==> config.mk <==
export PLATFORM = sky130hd
export DESIGN_NAME = cfg_periph_port
export DESIGN_NICKNAME = d
export VERILOG_FILES = /design/src/rtl/cfg_port_pkg.sv /design/src/rtl/cfg_strobe_sync.sv /design/src/rtl/cfg_write_ctrl.sv /design/src/rtl/cfg_serial_tx.sv /design/src/rtl/cfg_periph_port.sv
export SDC_FILE = /design/constraint.sdc
export NUM_CORES = 1
export LEC_CHECK = 0
export BUFFER_PORTS_ARGS = -buffer_cell sky130_fd_sc_hd__buf_2
export CORE_MARGIN = 2
export CORE_UTILIZATION = 54
export CTS_CLUSTER_SIZE = 28
export DETAILED_ROUTE_END_ITERATION = 10
export PLACE_DENSITY = 0.76
export SKIP_LAST_GASP = 1
export SYNTH_ARGS = -nofsm -noshare
export SYNTH_HDL_FRONTEND = slang
export SYNTH_HIERARCHICAL = 1
export SYNTH_SLANG_ARGS = --single-unit
==> constraint.sdc <==
create_clock -name clk_i -period 2.55 [get_ports clk_i]
set_input_delay 0.1275 -clock clk_i [delete_from_list [all_inputs] [get_ports clk_i]]
set_output_delay 0.1275 -clock clk_i [all_outputs]
set_load 0.05 [all_outputs]
==> src/rtl/cfg_port_pkg.sv <==
package cfg_port_pkg;

  // synchronised strobe bundle, sampled on the rising edge
  typedef struct packed {
    logic sel_n;
    logic sel;
    logic wstb_n;
  } strobe_t;

  localparam strobe_t STROBE_IDLE = '{sel_n: 1'b1, sel: 1'b0, wstb_n: 1'b1};
  localparam int unsigned STROBE_W = $bits(strobe_t);

endpackage

==> src/rtl/cfg_strobe_sync.sv <==
module cfg_strobe_sync #(
  parameter int unsigned    W       = 3,
  parameter int unsigned    STAGES  = 2,
  parameter logic [W-1:0]   RST_VAL = '1
) (
  input  logic         clk_i,
  input  logic         rst_ni,
  input  logic [W-1:0] async_i,
  output logic [W-1:0] sync_o
);

  logic [STAGES-1:0][W-1:0] chain_q;

  if (STAGES == 1) begin : g_single
    always_ff @(posedge clk_i or negedge rst_ni) begin
      if (!rst_ni) chain_q <= RST_VAL;
      else         chain_q <= async_i;
    end
  end else begin : g_multi
    always_ff @(posedge clk_i or negedge rst_ni) begin
      if (!rst_ni) chain_q <= {STAGES{RST_VAL}};
      else         chain_q <= {chain_q[STAGES-2:0], async_i};
    end
  end

  assign sync_o = chain_q[STAGES-1];

endmodule

==> src/rtl/cfg_write_ctrl.sv <==
module cfg_write_ctrl #(
  parameter int unsigned DATA_W = 8
) (
  input  logic              clk_i,
  input  logic              rst_ni,
  input  logic              sel_i,
  input  logic              wstb_n_i,
  input  logic              busy_i,
  input  logic [DATA_W-1:0] din_i,
  output logic              accept_o,
  output logic [DATA_W-1:0] buf_o,
  output logic              load_tgl_o
);

  logic wstb_prev_q;
  logic wstb_fall;

  assign wstb_fall = wstb_prev_q & ~wstb_n_i;
  // write wins over read: read strobe not consulted here
  assign accept_o  = wstb_fall & sel_i & ~busy_i;

  always_ff @(posedge clk_i or negedge rst_ni) begin
    if (!rst_ni) begin
      wstb_prev_q <= 1'b1;
      buf_o       <= '0;
      load_tgl_o  <= 1'b0;
    end else begin
      wstb_prev_q <= wstb_n_i;
      if (accept_o) begin
        buf_o      <= din_i;
        load_tgl_o <= ~load_tgl_o;
      end
    end
  end

endmodule

==> src/rtl/cfg_serial_tx.sv <==
module cfg_serial_tx #(
  parameter int unsigned DATA_W = 8,
  localparam int unsigned CNT_W = $clog2(DATA_W)
) (
  input  logic              clk_i,
  input  logic              rst_ni,
  input  logic              load_tgl_i,
  input  logic [DATA_W-1:0] buf_i,
  output logic              ser_o,
  output logic              busy_o
);

  logic              ack_tgl_q;
  logic [DATA_W-1:0] shift_q;
  logic [CNT_W-1:0]  left_q;
  logic              pend;

  // toggle mismatch = byte handed over, not yet picked up
  assign pend   = load_tgl_i ^ ack_tgl_q;
  assign busy_o = pend | (left_q != '0);

  always_ff @(negedge clk_i or negedge rst_ni) begin
    if (!rst_ni) begin
      ack_tgl_q <= 1'b0;
      shift_q   <= '0;
      left_q    <= '0;
      ser_o     <= 1'b0;
    end else if (pend) begin
      ack_tgl_q <= load_tgl_i;
      ser_o     <= buf_i[DATA_W-1];
      shift_q   <= {buf_i[DATA_W-2:0], 1'b0};
      left_q    <= CNT_W'(DATA_W-1);
    end else if (left_q != '0) begin
      ser_o     <= shift_q[DATA_W-1];
      shift_q   <= {shift_q[DATA_W-2:0], 1'b0};
      left_q    <= left_q - 1'b1;
    end
  end

endmodule

==> src/rtl/cfg_periph_port.sv <==
module cfg_periph_port #(
  parameter int unsigned DATA_W      = 8,
  parameter int unsigned SYNC_STAGES = 2
) (
  input  logic              clk_i,
  input  logic              rst_ni,
  input  logic              sel_n_i,
  input  logic              sel_i,
  input  logic              wstb_ni,
  input  logic              rstb_ni,
  input  logic [DATA_W-1:0] din_i,
  output logic              stat_o,
  output logic              stat_oe_o,
  output logic              ser_o
);

  import cfg_port_pkg::*;

  strobe_t           strb_raw, strb_s;
  logic              sel_s;
  logic              accept;
  logic              busy;
  logic              load_tgl;
  logic [DATA_W-1:0] byte_buf;

  assign strb_raw = '{sel_n: sel_n_i, sel: sel_i, wstb_n: wstb_ni};

  cfg_strobe_sync #(
    .W       (STROBE_W),
    .STAGES  (SYNC_STAGES),
    .RST_VAL (STROBE_IDLE)
  ) u_sync (
    .clk_i   (clk_i),
    .rst_ni  (rst_ni),
    .async_i (strb_raw),
    .sync_o  (strb_s)
  );

  assign sel_s = ~strb_s.sel_n & strb_s.sel;

  cfg_write_ctrl #(.DATA_W(DATA_W)) u_wr (
    .clk_i      (clk_i),
    .rst_ni     (rst_ni),
    .sel_i      (sel_s),
    .wstb_n_i   (strb_s.wstb_n),
    .busy_i     (busy),
    .din_i      (din_i),
    .accept_o   (accept),
    .buf_o      (byte_buf),
    .load_tgl_o (load_tgl)
  );

  cfg_serial_tx #(.DATA_W(DATA_W)) u_tx (
    .clk_i      (clk_i),
    .rst_ni     (rst_ni),
    .load_tgl_i (load_tgl),
    .buf_i      (byte_buf),
    .ser_o      (ser_o),
    .busy_o     (busy)
  );

  // status read is combinational off the raw strobes; a write suppresses it
  assign stat_oe_o = ~sel_n_i & sel_i & ~rstb_ni & wstb_ni;
  assign stat_o    = ~busy;

endmodule

## Yosys cells after proc, flatten, opt, wreduce, memory -nomap -nowiden

Index checks and enable logic that the tools add are counted.

- Bitwise logic cells: 15
- Add/sub/neg operators: 1
- Muxes and demuxes: 6
- Reductions and logical operators: 2

Operators with widths:

| cell | number |
|---|---|
| 2-to-1 mux 8 bit | 2 |
| AND 1 bit | 7 |
| 2-to-1 mux 3 bit | 2 |
| inverter 1 bit | 6 |
| nonzero test 3 bit | 1 |
| subtractor 3 x 1 -> 3 bit, second input constant | 1 |
| 2-to-1 mux 1 bit | 2 |
| nonzero test 2 bit | 1 |
| bitwise OR 1 bit | 1 |
| XOR 1 bit | 1 |

- Register bits after elaboration: 29
- Logic and storage cells: 33

## Logic depth before layout (Yosys ltp)

- Word-level depth: 4
- Depth in mapped cells: 8
- Gate-level depth less buffers: 6

## Cells and area by module

The synthesis kept the hierarchy.

By module, submodules not included:

| module | times used | area each (µm²) | cells an instance | seq. area each (µm²) |
|---|---|---|---|---|
| cfg_serial_tx | 1 | 585.6 | 55 | 300.3 |
| cfg_write_ctrl | 1 | 404.1 | 21 | 251.5 |
| cfg_strobe_sync | 1 | 177.7 | 9 | 155.1 |
| cfg_periph_port | 1 | 22.5 | 3 | 0.0 |

==> summary.txt <==
Post-synthesis compound-gate area fraction = 3.79%
Commonest cells after routing, fill and taps aside = buf_2, dfrtn_1, dfrtp_1, nand2_1, buf_4
Yosys warns = 6
Port bufs = 16
Avg Inst Size Synth = 13.5 um2
Worst-path clk slew = 0.13 ns
Failing checks = negative setup slack
1st-pass router iterations = 4
Gr ovfl total = 0
Syn Nets = 104
Hold WS = 0.0323 ns
WL per Instance = 14.5 um
Post-DRT Antenna Nets = 0
CTS max path bufs = 2
Post-Synth Adder-Cell Area = 2.10%
Worst r2r path cells = 6
Placer Congestion = 0.727
Main combinational cell family by area after synthesis = multiplexers
Hold path startpoint = din_i[0]
Clock latency on the worst-skew pair = 0.31 ns
Sequential area share after synthesis = 59.4%
Max-slew violations = 0
Ports = 17
Vias = 725
Seq cells post-synth = 28
Chip Width = 50.9 um
GRT Total Usage = 18.5%
Core Region = 0.00202 mm2
Largest net degree at the start of global routing = 29
Slack of the worst reg-to-reg path = -0.36 ns
Fin. Hold Viols = 0
WL final = 2090 um
Reg-to-reg endpoint = u_wr/buf_o[1]$_DFFE_PN0P_
Reg-to-Reg Start = u_tx/left_q[1]$_DFFE_NN0P_
H-tree Lvls = 1
DR iter-0 viols = 7
Overall power = 1.36 mW
Final nets = 134
Mux cell area share after synthesis = 16.9%
Worst path required time = 2.77 ns
Overall die height = 50.9 um
First-pass GRT wire length = 3440 um
Crit Path Max Fanout = 4
Status = complete, but fails checks
Synth Area in XOR/XNOR = 3.58%
Num Clock Sinks = 28
Worst Setup End Kind = flop
DRC = 0
Worst-Margin Slew = 0.587 ns
Initial Utilization = 58.8%
Max-Cap Viols = 0
CP Class = reg2reg
Die area = 0.00259 mm2
RSZ-0062 raised after global routing = yes
Via density = 5.03
Share of layout cells above drive strength 1 = 47.0%
Num rows = 16
Simple-gate share of the synthesized area = 7.89%
Commonest non-fill, non-tap cell in the layout = buf_2
Diodes inserted = 0
Worst vdd ir = 0.709 mV
Final Skew = 0.00933 ns
Slack of the critical path = -0.357 ns
Distinct cell type count after synthesis = 23
Initial antenna violation count = 0
Slew headroom = 60.9%
Vias in the first global route = 705
Tightest Hold Check Type = in2reg
Crit path launch type = flop
Setup-violating endpoint count in the final report = 10
Critical path arrival = 3.12 ns
Number of CTS-inserted buffers = 3
Mapped cell area = 0.00119 mm2
Syn-to-layout area delta = 22.6%
CP Launch Point = u_tx/left_q[1]$_DFFE_NN0P_
WHS Path Cells = 2
Worst Hold Path EP = u_wr/buf_o[0]$_DFFE_PN0P_
Pleak = 0.696 nW
Cells after Synth = 88
Root buffer cell = clkbuf_4
Pwr dens = 934 mW/mm2
TritonCTS clock tree = yes
==> worst max-delay path, cell delays in order (launching register included) <==
cell and delay, ns:
dfrtn_1 0.43, inv_2 0.05, ha_4 0.15, and2b_2 0.21, nand2_2 0.10, and4bb_2 0.30, mux2_4 0.30
==> timing repair <==
action | 4_1_cts | 5_1_grt
endpoints found under the setup margin | 11 | 13
hold buffers | 4 | 0
setup buffers | 1 | 0
pin swaps | 2 | 1
resized for setup | 8 | 0
gates cloned | 1 | 0
hold endpoints to repair | 14 | 0
==> flip-flops by register name, indices dropped and copies added, names as in the netlist <==
signal            flops
u_tx/shift_q          7
u_sync/sync_o         3
u_wr/load_tgl_o       1
u_tx/ack_tgl_q        1
u_wr/buf_o            8
u_tx/left_q           3
u_tx/ser_o            1
u_sync/chain_q        3
u_wr/wstb_prev_q      1
==> cell type report <==
cell class              instances  area, um2
inverters                       4       15.0
fillers                       130        563
repair buffers                 31        216
clock buffers                   4       36.3
flip-flops and latches         28        707
well taps                      27       33.8
multi-input cells              50        450
==> synth_stat cells (all sizes together) <==
library cell,instances,area share [%]
dfrtn,12,25
nand2,12,3.8
dfrtp,11,23
mux2,9,11
o21ai,8,3.4
mux2i,7,5.9
buf,6,4.7
dfstp,5,11
inv,4,1.3
and4bb,2,2.1
ha,2,2.1
xnor2,2,1.5
xor2,2,2.1
a21oi,1,0.42
and2b,1,0.74
clkbuf,1,0.32
nand3,1,0.42
nor2,1,0.32
nor2b,1,0.53
==> report_power, final <==
| part | total [mW] | internal, mW | switching [mW] |
|---|---|---|---|
| Sequential | 0.628 | 0.561 | 0.0666 |
| Clock | 0.205 | 0.0872 | 0.118 |
| Combinational | 0.530 | 0.271 | 0.259 |
| Total | 1.36 | 0.920 | 0.443 |
==> how the worst max path moves through the flow <==
stage                                     end  slack [ns]
floorplan           u_wr/buf_o[0]$_DFFE_PN0P_       -0.44
detailed placement  u_wr/buf_o[6]$_DFFE_PN0P_       -0.59
CTS                 u_wr/buf_o[6]$_DFFE_PN0P_       -0.37
global placement    u_wr/buf_o[3]$_DFFE_PN0P_       -0.54
global route                           stat_o       -0.41
finish              u_wr/buf_o[1]$_DFFE_PN0P_       -0.36
==> logic make-up after synthesis <==
| logic type | after synthesis |
|---|---|
| flops | 28 |
| simple gates | 18 |
| mux | 16 |
| buf+inv | 11 |
| compound gates | 9 |
| xor+xnor | 4 |
| fa+ha+maj | 2 |
==> per-layer routing <==
layer | up-vias | routed length [um] | GRT usage [%]
li1 | 351 | - | -
met1 | 353 | 917 | 24.9
met2 | 19 | 1090 | 31.2
met3 | 2 | 60 | 1.75
met4 | 0 | 23 | 6.76
met5 | - | 0 | 0
==> metrics by stage <==
step / area (um2) / TNS, ns / cells / util [%] / setup WS [ns]
floorplan: 1200 / -3.88 / 88 / - / -0.443
global placement: 1330 / -4.83 / 134 / 66.0 / -0.544
detailed placement: 1330 / -5.32 / 134 / 66.0 / -0.594
CTS: 1460 / -3.57 / 144 / 72.2 / -0.370
global route: 1460 / -4.05 / 144 / 72.2 / -0.413
finish: 1460 / -3.45 / 144 / 72.2 / -0.357
No activity file was read; power rests on OpenSTA's default activity.
